File: src/rtl/scl_tg_pkg.sv
package scl_tg_pkg;

  // Field positions inside the timing word; a neighbouring block decodes
  // the same word, so these offsets are part of the behaviour.
  localparam int DIV_LSB   = 0;
  localparam int LO_LSB    = 12;
  localparam int HI_LSB    = 16;
  localparam int AUX_LSB   = 20;
  localparam int SLOT_W    = 4;   // room reserved for each phase field

  typedef enum logic [1:0] {
    PH_IDLE = 2'd0,
    PH_LOW  = 2'd1,
    PH_HIGH = 2'd2
  } phase_e;

endpackage

File: src/rtl/scl_cfg_latch.sv
module scl_cfg_latch #(
  parameter int DIV_W = 4,
  parameter int PH_W  = 4
) (
  input  logic             clk,
  input  logic             rst_n,
  input  logic             load,
  input  logic [DIV_W-1:0] div_in,
  input  logic [PH_W-1:0]  lo_in,
  input  logic [PH_W-1:0]  hi_in,
  output logic [DIV_W-1:0] div_q,
  output logic [PH_W-1:0]  lo_q,
  output logic [PH_W-1:0]  hi_q
);

  logic [DIV_W-1:0] div_d;
  logic [PH_W-1:0]  lo_d;
  logic [PH_W-1:0]  hi_d;

  always_comb begin
    div_d = div_q;
    lo_d  = lo_q;
    hi_d  = hi_q;
    if (load) begin
      div_d = div_in;
      lo_d  = lo_in;
      hi_d  = hi_in;
    end
  end

  always_ff @(posedge clk or negedge rst_n) begin
    if (!rst_n) begin
      div_q <= '0;
      lo_q  <= '0;
      hi_q  <= '0;
    end else begin
      div_q <= div_d;
      lo_q  <= lo_d;
      hi_q  <= hi_d;
    end
  end

endmodule

File: src/rtl/scl_prescaler.sv
module scl_prescaler #(
  parameter int DIV_W = 4
) (
  input  logic             clk,
  input  logic             rst_n,
  input  logic             en,
  input  logic [DIV_W-1:0] div,
  output logic             tick
);

  // Largest exponent is 2^DIV_W - 1, so that many bits hold the count.
  localparam int CNT_W = (1 << DIV_W) - 1;

  logic [CNT_W-1:0] cnt_q;
  logic [CNT_W-1:0] cnt_d;
  logic [CNT_W-1:0] limit;

  always_comb begin
    limit = CNT_W'((64'd1 << div) - 64'd1);
    tick  = en && (cnt_q == limit);
    cnt_d = cnt_q;
    if (!en) begin
      cnt_d = '0;
    end else if (tick) begin
      cnt_d = '0;
    end else begin
      cnt_d = cnt_q + CNT_W'(1);
    end
  end

  always_ff @(posedge clk or negedge rst_n) begin
    if (!rst_n) begin
      cnt_q <= '0;
    end else begin
      cnt_q <= cnt_d;
    end
  end

endmodule

File: src/rtl/scl_phase_fsm.sv
module scl_phase_fsm
  import scl_tg_pkg::*;
#(
  parameter int PH_W = 4
) (
  input  logic            clk,
  input  logic            rst_n,
  input  logic            en,
  input  logic            tick,
  input  logic [PH_W-1:0] lo,
  input  logic [PH_W-1:0] hi,
  output logic            scl,
  output logic            scl_rise,
  output logic            scl_fall,
  output logic            scl_mid,
  output logic            cfg_load
);

  phase_e          state_q, state_d;
  logic [PH_W-1:0] cnt_q, cnt_d;
  logic            scl_d, rise_d, fall_d, mid_d;
  logic [PH_W:0]   cnt_inc;
  logic [PH_W:0]   half;
  logic            high_done;

  always_comb begin
    cnt_inc   = {1'b0, cnt_q} + {{PH_W{1'b0}}, 1'b1};
    half      = ({1'b0, hi} + {{PH_W{1'b0}}, 1'b1}) >> 1;
    high_done = (state_q == PH_HIGH) && tick && (cnt_q == hi);
    // The timing word is taken while idle and at each period boundary.
    cfg_load  = (state_q == PH_IDLE) || high_done;

    state_d = state_q;
    cnt_d   = cnt_q;
    scl_d   = scl;
    rise_d  = 1'b0;
    fall_d  = 1'b0;
    mid_d   = 1'b0;

    if (!en) begin
      state_d = PH_IDLE;
      cnt_d   = '0;
      scl_d   = 1'b1;
    end else if (tick) begin
      case (state_q)
        PH_IDLE: begin
          state_d = PH_LOW;
          cnt_d   = '0;
          scl_d   = 1'b0;
          fall_d  = 1'b1;
        end
        PH_LOW: begin
          if (cnt_q == lo) begin
            state_d = PH_HIGH;
            cnt_d   = '0;
            scl_d   = 1'b1;
            rise_d  = 1'b1;
            mid_d   = (half == '0);
          end else begin
            cnt_d = cnt_inc[PH_W-1:0];
          end
        end
        PH_HIGH: begin
          if (cnt_q == hi) begin
            state_d = PH_LOW;
            cnt_d   = '0;
            scl_d   = 1'b0;
            fall_d  = 1'b1;
          end else begin
            cnt_d = cnt_inc[PH_W-1:0];
            mid_d = (cnt_inc == half);
          end
        end
        default: begin
          state_d = PH_IDLE;
          cnt_d   = '0;
          scl_d   = 1'b1;
        end
      endcase
    end
  end

  always_ff @(posedge clk or negedge rst_n) begin
    if (!rst_n) begin
      state_q  <= PH_IDLE;
      cnt_q    <= '0;
      scl      <= 1'b1;
      scl_rise <= 1'b0;
      scl_fall <= 1'b0;
      scl_mid  <= 1'b0;
    end else begin
      state_q  <= state_d;
      cnt_q    <= cnt_d;
      scl      <= scl_d;
      scl_rise <= rise_d;
      scl_fall <= fall_d;
      scl_mid  <= mid_d;
    end
  end

endmodule

File: src/rtl/scl_timing_gen.sv
module scl_timing_gen
  import scl_tg_pkg::*;
#(
  parameter int WORD_W = 32,
  parameter int DIV_W  = 4,
  parameter int PH_W   = 4
) (
  input  logic                      clk,
  input  logic                      rst_n,
  input  logic                      en,
  input  logic [WORD_W-1:0]         timing_word,
  output logic                      tick,
  output logic                      scl,
  output logic                      scl_rise,
  output logic                      scl_fall,
  output logic                      scl_mid,
  output logic [WORD_W-AUX_LSB-1:0] aux_timing
);

  localparam int GAP_LSB = DIV_LSB + DIV_W;
  localparam int GAP_W   = LO_LSB - GAP_LSB;

  logic [DIV_W-1:0] cfg_div;
  logic [PH_W-1:0]  cfg_lo;
  logic [PH_W-1:0]  cfg_hi;
  logic             cfg_load;

  // Upper timing fields belong to the neighbouring logic.
  assign aux_timing = timing_word[WORD_W-1:AUX_LSB];

  logic unused_gap;
  assign unused_gap = ^timing_word[GAP_LSB +: GAP_W];

  generate
    if (PH_W < SLOT_W) begin : g_narrow
      logic unused_slot;
      assign unused_slot = ^{timing_word[HI_LSB+PH_W +: SLOT_W-PH_W],
                             timing_word[LO_LSB+PH_W +: SLOT_W-PH_W]};
    end
  endgenerate

  scl_cfg_latch #(.DIV_W(DIV_W), .PH_W(PH_W)) u_cfg (
    .clk    (clk),
    .rst_n  (rst_n),
    .load   (cfg_load),
    .div_in (timing_word[DIV_LSB +: DIV_W]),
    .lo_in  (timing_word[LO_LSB +: PH_W]),
    .hi_in  (timing_word[HI_LSB +: PH_W]),
    .div_q  (cfg_div),
    .lo_q   (cfg_lo),
    .hi_q   (cfg_hi)
  );

  scl_prescaler #(.DIV_W(DIV_W)) u_pre (
    .clk   (clk),
    .rst_n (rst_n),
    .en    (en),
    .div   (cfg_div),
    .tick  (tick)
  );

  scl_phase_fsm #(.PH_W(PH_W)) u_fsm (
    .clk      (clk),
    .rst_n    (rst_n),
    .en       (en),
    .tick     (tick),
    .lo       (cfg_lo),
    .hi       (cfg_hi),
    .scl      (scl),
    .scl_rise (scl_rise),
    .scl_fall (scl_fall),
    .scl_mid  (scl_mid),
    .cfg_load (cfg_load)
  );

endmodule

File: config.mk
export PLATFORM = sky130hd
export DESIGN_NAME = scl_timing_gen
export DESIGN_NICKNAME = d
export VERILOG_FILES = /design/src/rtl/scl_tg_pkg.sv /design/src/rtl/scl_cfg_latch.sv /design/src/rtl/scl_prescaler.sv /design/src/rtl/scl_phase_fsm.sv /design/src/rtl/scl_timing_gen.sv
export SDC_FILE = /design/constraint.sdc
export NUM_CORES = 1
export LEC_CHECK = 0
export BUFFER_PORTS_ARGS = -buffer_cell sky130_fd_sc_hd__buf_2
export CAP_MARGIN = 15
export CELL_PAD_IN_SITES_DETAIL_PLACEMENT = 1
export CELL_PAD_IN_SITES_GLOBAL_PLACEMENT = 1
export CORE_UTILIZATION = 42
export DETAILED_ROUTE_END_ITERATION = 10
export PLACE_DENSITY = 0.77
export SYNTH_ARGS = -nofsm -noshare
export SYNTH_HDL_FRONTEND = slang
export SYNTH_HIERARCHICAL = 1
export SYNTH_SLANG_ARGS = --single-unit
File: constraint.sdc
create_clock -name clk -period 4.95 [get_ports clk]
set_input_delay 0 -clock clk [delete_from_list [all_inputs] [get_ports clk]]
set_output_delay 0 -clock clk [all_outputs]
set_load 0.005 [all_outputs]
==> results.sh <==
export IMPL_antenna_found_initial=0
export IMPL_final_setup_worst_slack_ns=1.26
export IMPL_finalSetupTns_ns=0
export IMPL_layout_common_cells="36 x dfrtp_1, 31 x nand2_1, 24 x nor2_1"
export IMPL_num_rows=28
export IMPL_critPathCaptureType="flip-flop"
export IMPL_dp_cells=352
export IMPL_regToRegSetupSlack_ns=1.26
export IMPL_hold_class="in2out"
export IMPL_clk_pin_slew_ns=0.08
export IMPL_layout_commonest_cell="dfrtp_1"
export IMPL_synthCells=287
export IMPL_core_area_um2=5990
export IMPL_tightest_slew_ns=0.867
export IMPL_synth_async_reset_ratio_pct=100
export IMPL_vdd_drop_max_mv=0.131
export IMPL_crit_arrival_ns=3.86
export IMPL_pin_count=52
export IMPL_reg2reg_from="u_cfg/div_q[1]"
export IMPL_post_synth_and_or_nand_nor_area_fraction_pct=20.0
export IMPL_floorplan_initialDensity_pct=44.3
export IMPL_dp_hpwl_um=4450
export IMPL_p_leak_nw=1.27
export IMPL_routed_wl_um=6910
export IMPL_cp_required_ns=5.12
export IMPL_die_area_um2=6630
export IMPL_die_x_um=81.5
export IMPL_setup_viol=0
export IMPL_hold_violations=0
export IMPL_whs_path_depth=0
export IMPL_diodes=0
export IMPL_antenna_left=0
export IMPL_powerDensity_nw_per_um2=237
export IMPL_synthDistinctLibCells=52
export IMPL_synth_nets=330
export IMPL_dpl_cell_area_um2=2640
export IMPL_relSlewSlack_pct=42.2
export IMPL_grt_pass1_vias=2214
export IMPL_syn_area_um2=2650
export IMPL_worstReg2RegEnd="u_fsm/scl_mid"
export IMPL_synth_top_family_by_area="simple AND/OR/NAND/NOR gates"
export IMPL_drt_iter0_drc=80
export IMPL_cts_sinks=37
export IMPL_path_max_fanout=20
export IMPL_cts_tree="done"
export IMPL_drv_cap=0
export IMPL_synth_seq_area_share_pct=35.0
export IMPL_synth_edf_count=0
export IMPL_firstDrtPassIters=4
export IMPL_syn2layout_area_growth_pct=9.06
export IMPL_synthMuxAreaShare_pct=8.02
export IMPL_route_detailed_drc=0
export IMPL_via_per_inst=5.78
export IMPL_cts_buffer_depth=2
export IMPL_finish_instance_area_um2=2890
export IMPL_grt_max_degree=38
export IMPL_startpoint_type="flip-flop"
export IMPL_n_fill_cell=701
export IMPL_grt_pass1_wl_um=11200
export IMPL_numCtsBuffers=5
export IMPL_skew_ns=0.00450
export IMPL_synth_seq_cells=37
export IMPL_post_cts_setup_buffer_count=0
export IMPL_avgRoutedWirePerCell_um=18.5
export IMPL_clk_latency_ns=0.29
export IMPL_synth_compound_area_share_pct=12.0
export IMPL_status="finished clean"
export IMPL_grt_setup_unrepaired="no"
export IMPL_synth_fa_ha_area_share_pct=3.78
export IMPL_final_cells=373
export IMPL_layout_nets=340
export IMPL_fmax_mhz=271
export IMPL_min_period_ns=3.69
export IMPL_crit_path_end="u_fsm/scl_mid"
export IMPL_die_h_um=81.5
export IMPL_track_usage_pct=22.7
export IMPL_netlist_top_cells_area="dfrtp_1 34%, xor2_1 7.3%, mux2_4 5.7%"
export IMPL_final_max_slew_viol_count=0
export IMPL_gp_congestion=0.817
export IMPL_num_vias=2155
export IMPL_synth_ff_type="dfrtp_1"
export IMPL_critPathKind="reg2reg"
export IMPL_grt_ovfl_total=0
export IMPL_startpoint="u_cfg/div_q[1]"
export IMPL_htree_levels=2
export IMPL_clock_root_buffer="clkbuf_8"
export IMPL_drive_gt1_share_pct=15.8
export IMPL_synth_avg_cell_area_um2=9.24
export IMPL_whs_ns=0.00000181
export IMPL_post_place_ws_ns=1.40
export IMPL_yosysTopAreaCell="dfrtp_1"
export IMPL_io_buffer_count=19
export IMPL_r2r_cells=11
export IMPL_finalCritPeriodShare_pct=74.5
export IMPL_synth_xor_area_share_pct=11.9
export IMPL_ys_warn_count=6
export IMPL_synth_top_cell_area_share_pct=34.0
==> worst max-delay path: stages (launching register included) <==
cell and delay (ns):
dfrtp_1 0.60, or4_4 0.58, ha_1 0.34, inv_1 0.19, o21ai_0 0.10, a31o_2 0.26, nor4_1 0.24, and4_1 0.36
nand3_1 0.16, a31oi_1 0.21, nand3_1 0.10, o41ai_1 0.42
==> state kept, by name, indices dropped and copies added (netlist names) <==
| register | count |
|---|---|
| u_cfg/hi_q | 4 |
| u_fsm/scl | 1 |
| u_pre/cnt_q | 15 |
| u_fsm/scl_fall | 1 |
| u_fsm/scl_mid | 1 |
| u_fsm/cnt_q | 4 |
| u_fsm/scl_rise | 1 |
| u_cfg/lo_q | 4 |
| u_cfg/div_q | 4 |
| u_fsm/state_q | 2 |
==> metal layers <==
layer	vias to the layer above	wire length [um]	global-route usage (%)
li1	1010	-	-
met1	1084	3260	30.0
met2	49	3200	36.2
met3	12	316	5.00
met4	0	127	8.57
met5	-	0	0
==> power by group <==
part	switching [mW]	internal, mW
Combinational	0.0379	0.0383
Clock	0.120	0.164
Sequential	0.0156	0.309
==> final cells by class <==
| cell class | instances | area [um2] | area share, % |
|---|---|---|---|
| Clock inverter | 2 | 37.5 | 1.30 |
| Sequential cell | 37 | 927 | 32.1 |
| Timing Repair Buffer | 35 | 248 | 8.57 |
| Clock buffer | 6 | 82.6 | 2.86 |
| Tap cell | 75 | 93.8 | 3.25 |
| Multi-Input combinational cell | 211 | 1480 | 51.1 |
| Inverter | 7 | 26.3 | 0.909 |
==> per-stage QoR <==
step / util [%] / total power, mW
after detailed placement: 44.1 / 0.397
after floorplan: - / 0.382
final: 48.3 / 0.684
after CTS: 48.3 / 0.689
after global routing: 48.3 / 0.713
after global placement: 44.1 / 0.394
==> repair_timing <==
item                                   in CTS  in global routing
hold buffers                               13                  0
setup endpoints to repair                   0                  0
resized for setup                           0                  0
endpoints found under the hold margin      48                  0
==> worst min path at each step <==
stage               startpoint             end  slack, ns
3_3_place_gp   timing_word[27]   aux_timing[7]    0.00004
2_1_floorplan            rst_n  u_cfg/div_q[0]      -0.30
3_5_place_dp   timing_word[27]   aux_timing[7]    0.00004
5_1_grt        timing_word[22]   aux_timing[2]    0.00001
4_1_cts        timing_word[27]   aux_timing[7]    0.00004
6_report       timing_word[20]   aux_timing[0]   0.000002
==> cell usage after synthesis (all sizes together), types with 3 or more instances <==
cell type and n:
xnor2 14, nor4b 3, dfrtp 36, nand2 31
a31oi 3, inv 7, mux2i 4, mux2 12
xor2 22, o221ai 3, a21oi 11, nor2 24
nor4 7, o22ai 5, nor3 3, o21ai 5
nand3 16, buf 23, nor3b 4, clkbuf 9
nor2b 4, ha 8
==> cells by family (layout without fill, tap and decap cells) <==
group,count (synthesis),after routing
and+or+nand+nor,106,106
AOI/OAI and AO/OA,45,45
buffers and inverters,39,50
DFF,37,37
xor gates and xnor gates,36,36
muxes,16,16
adders and majority gates,8,8
Note: power is estimated with default switching activity, not from simulation.
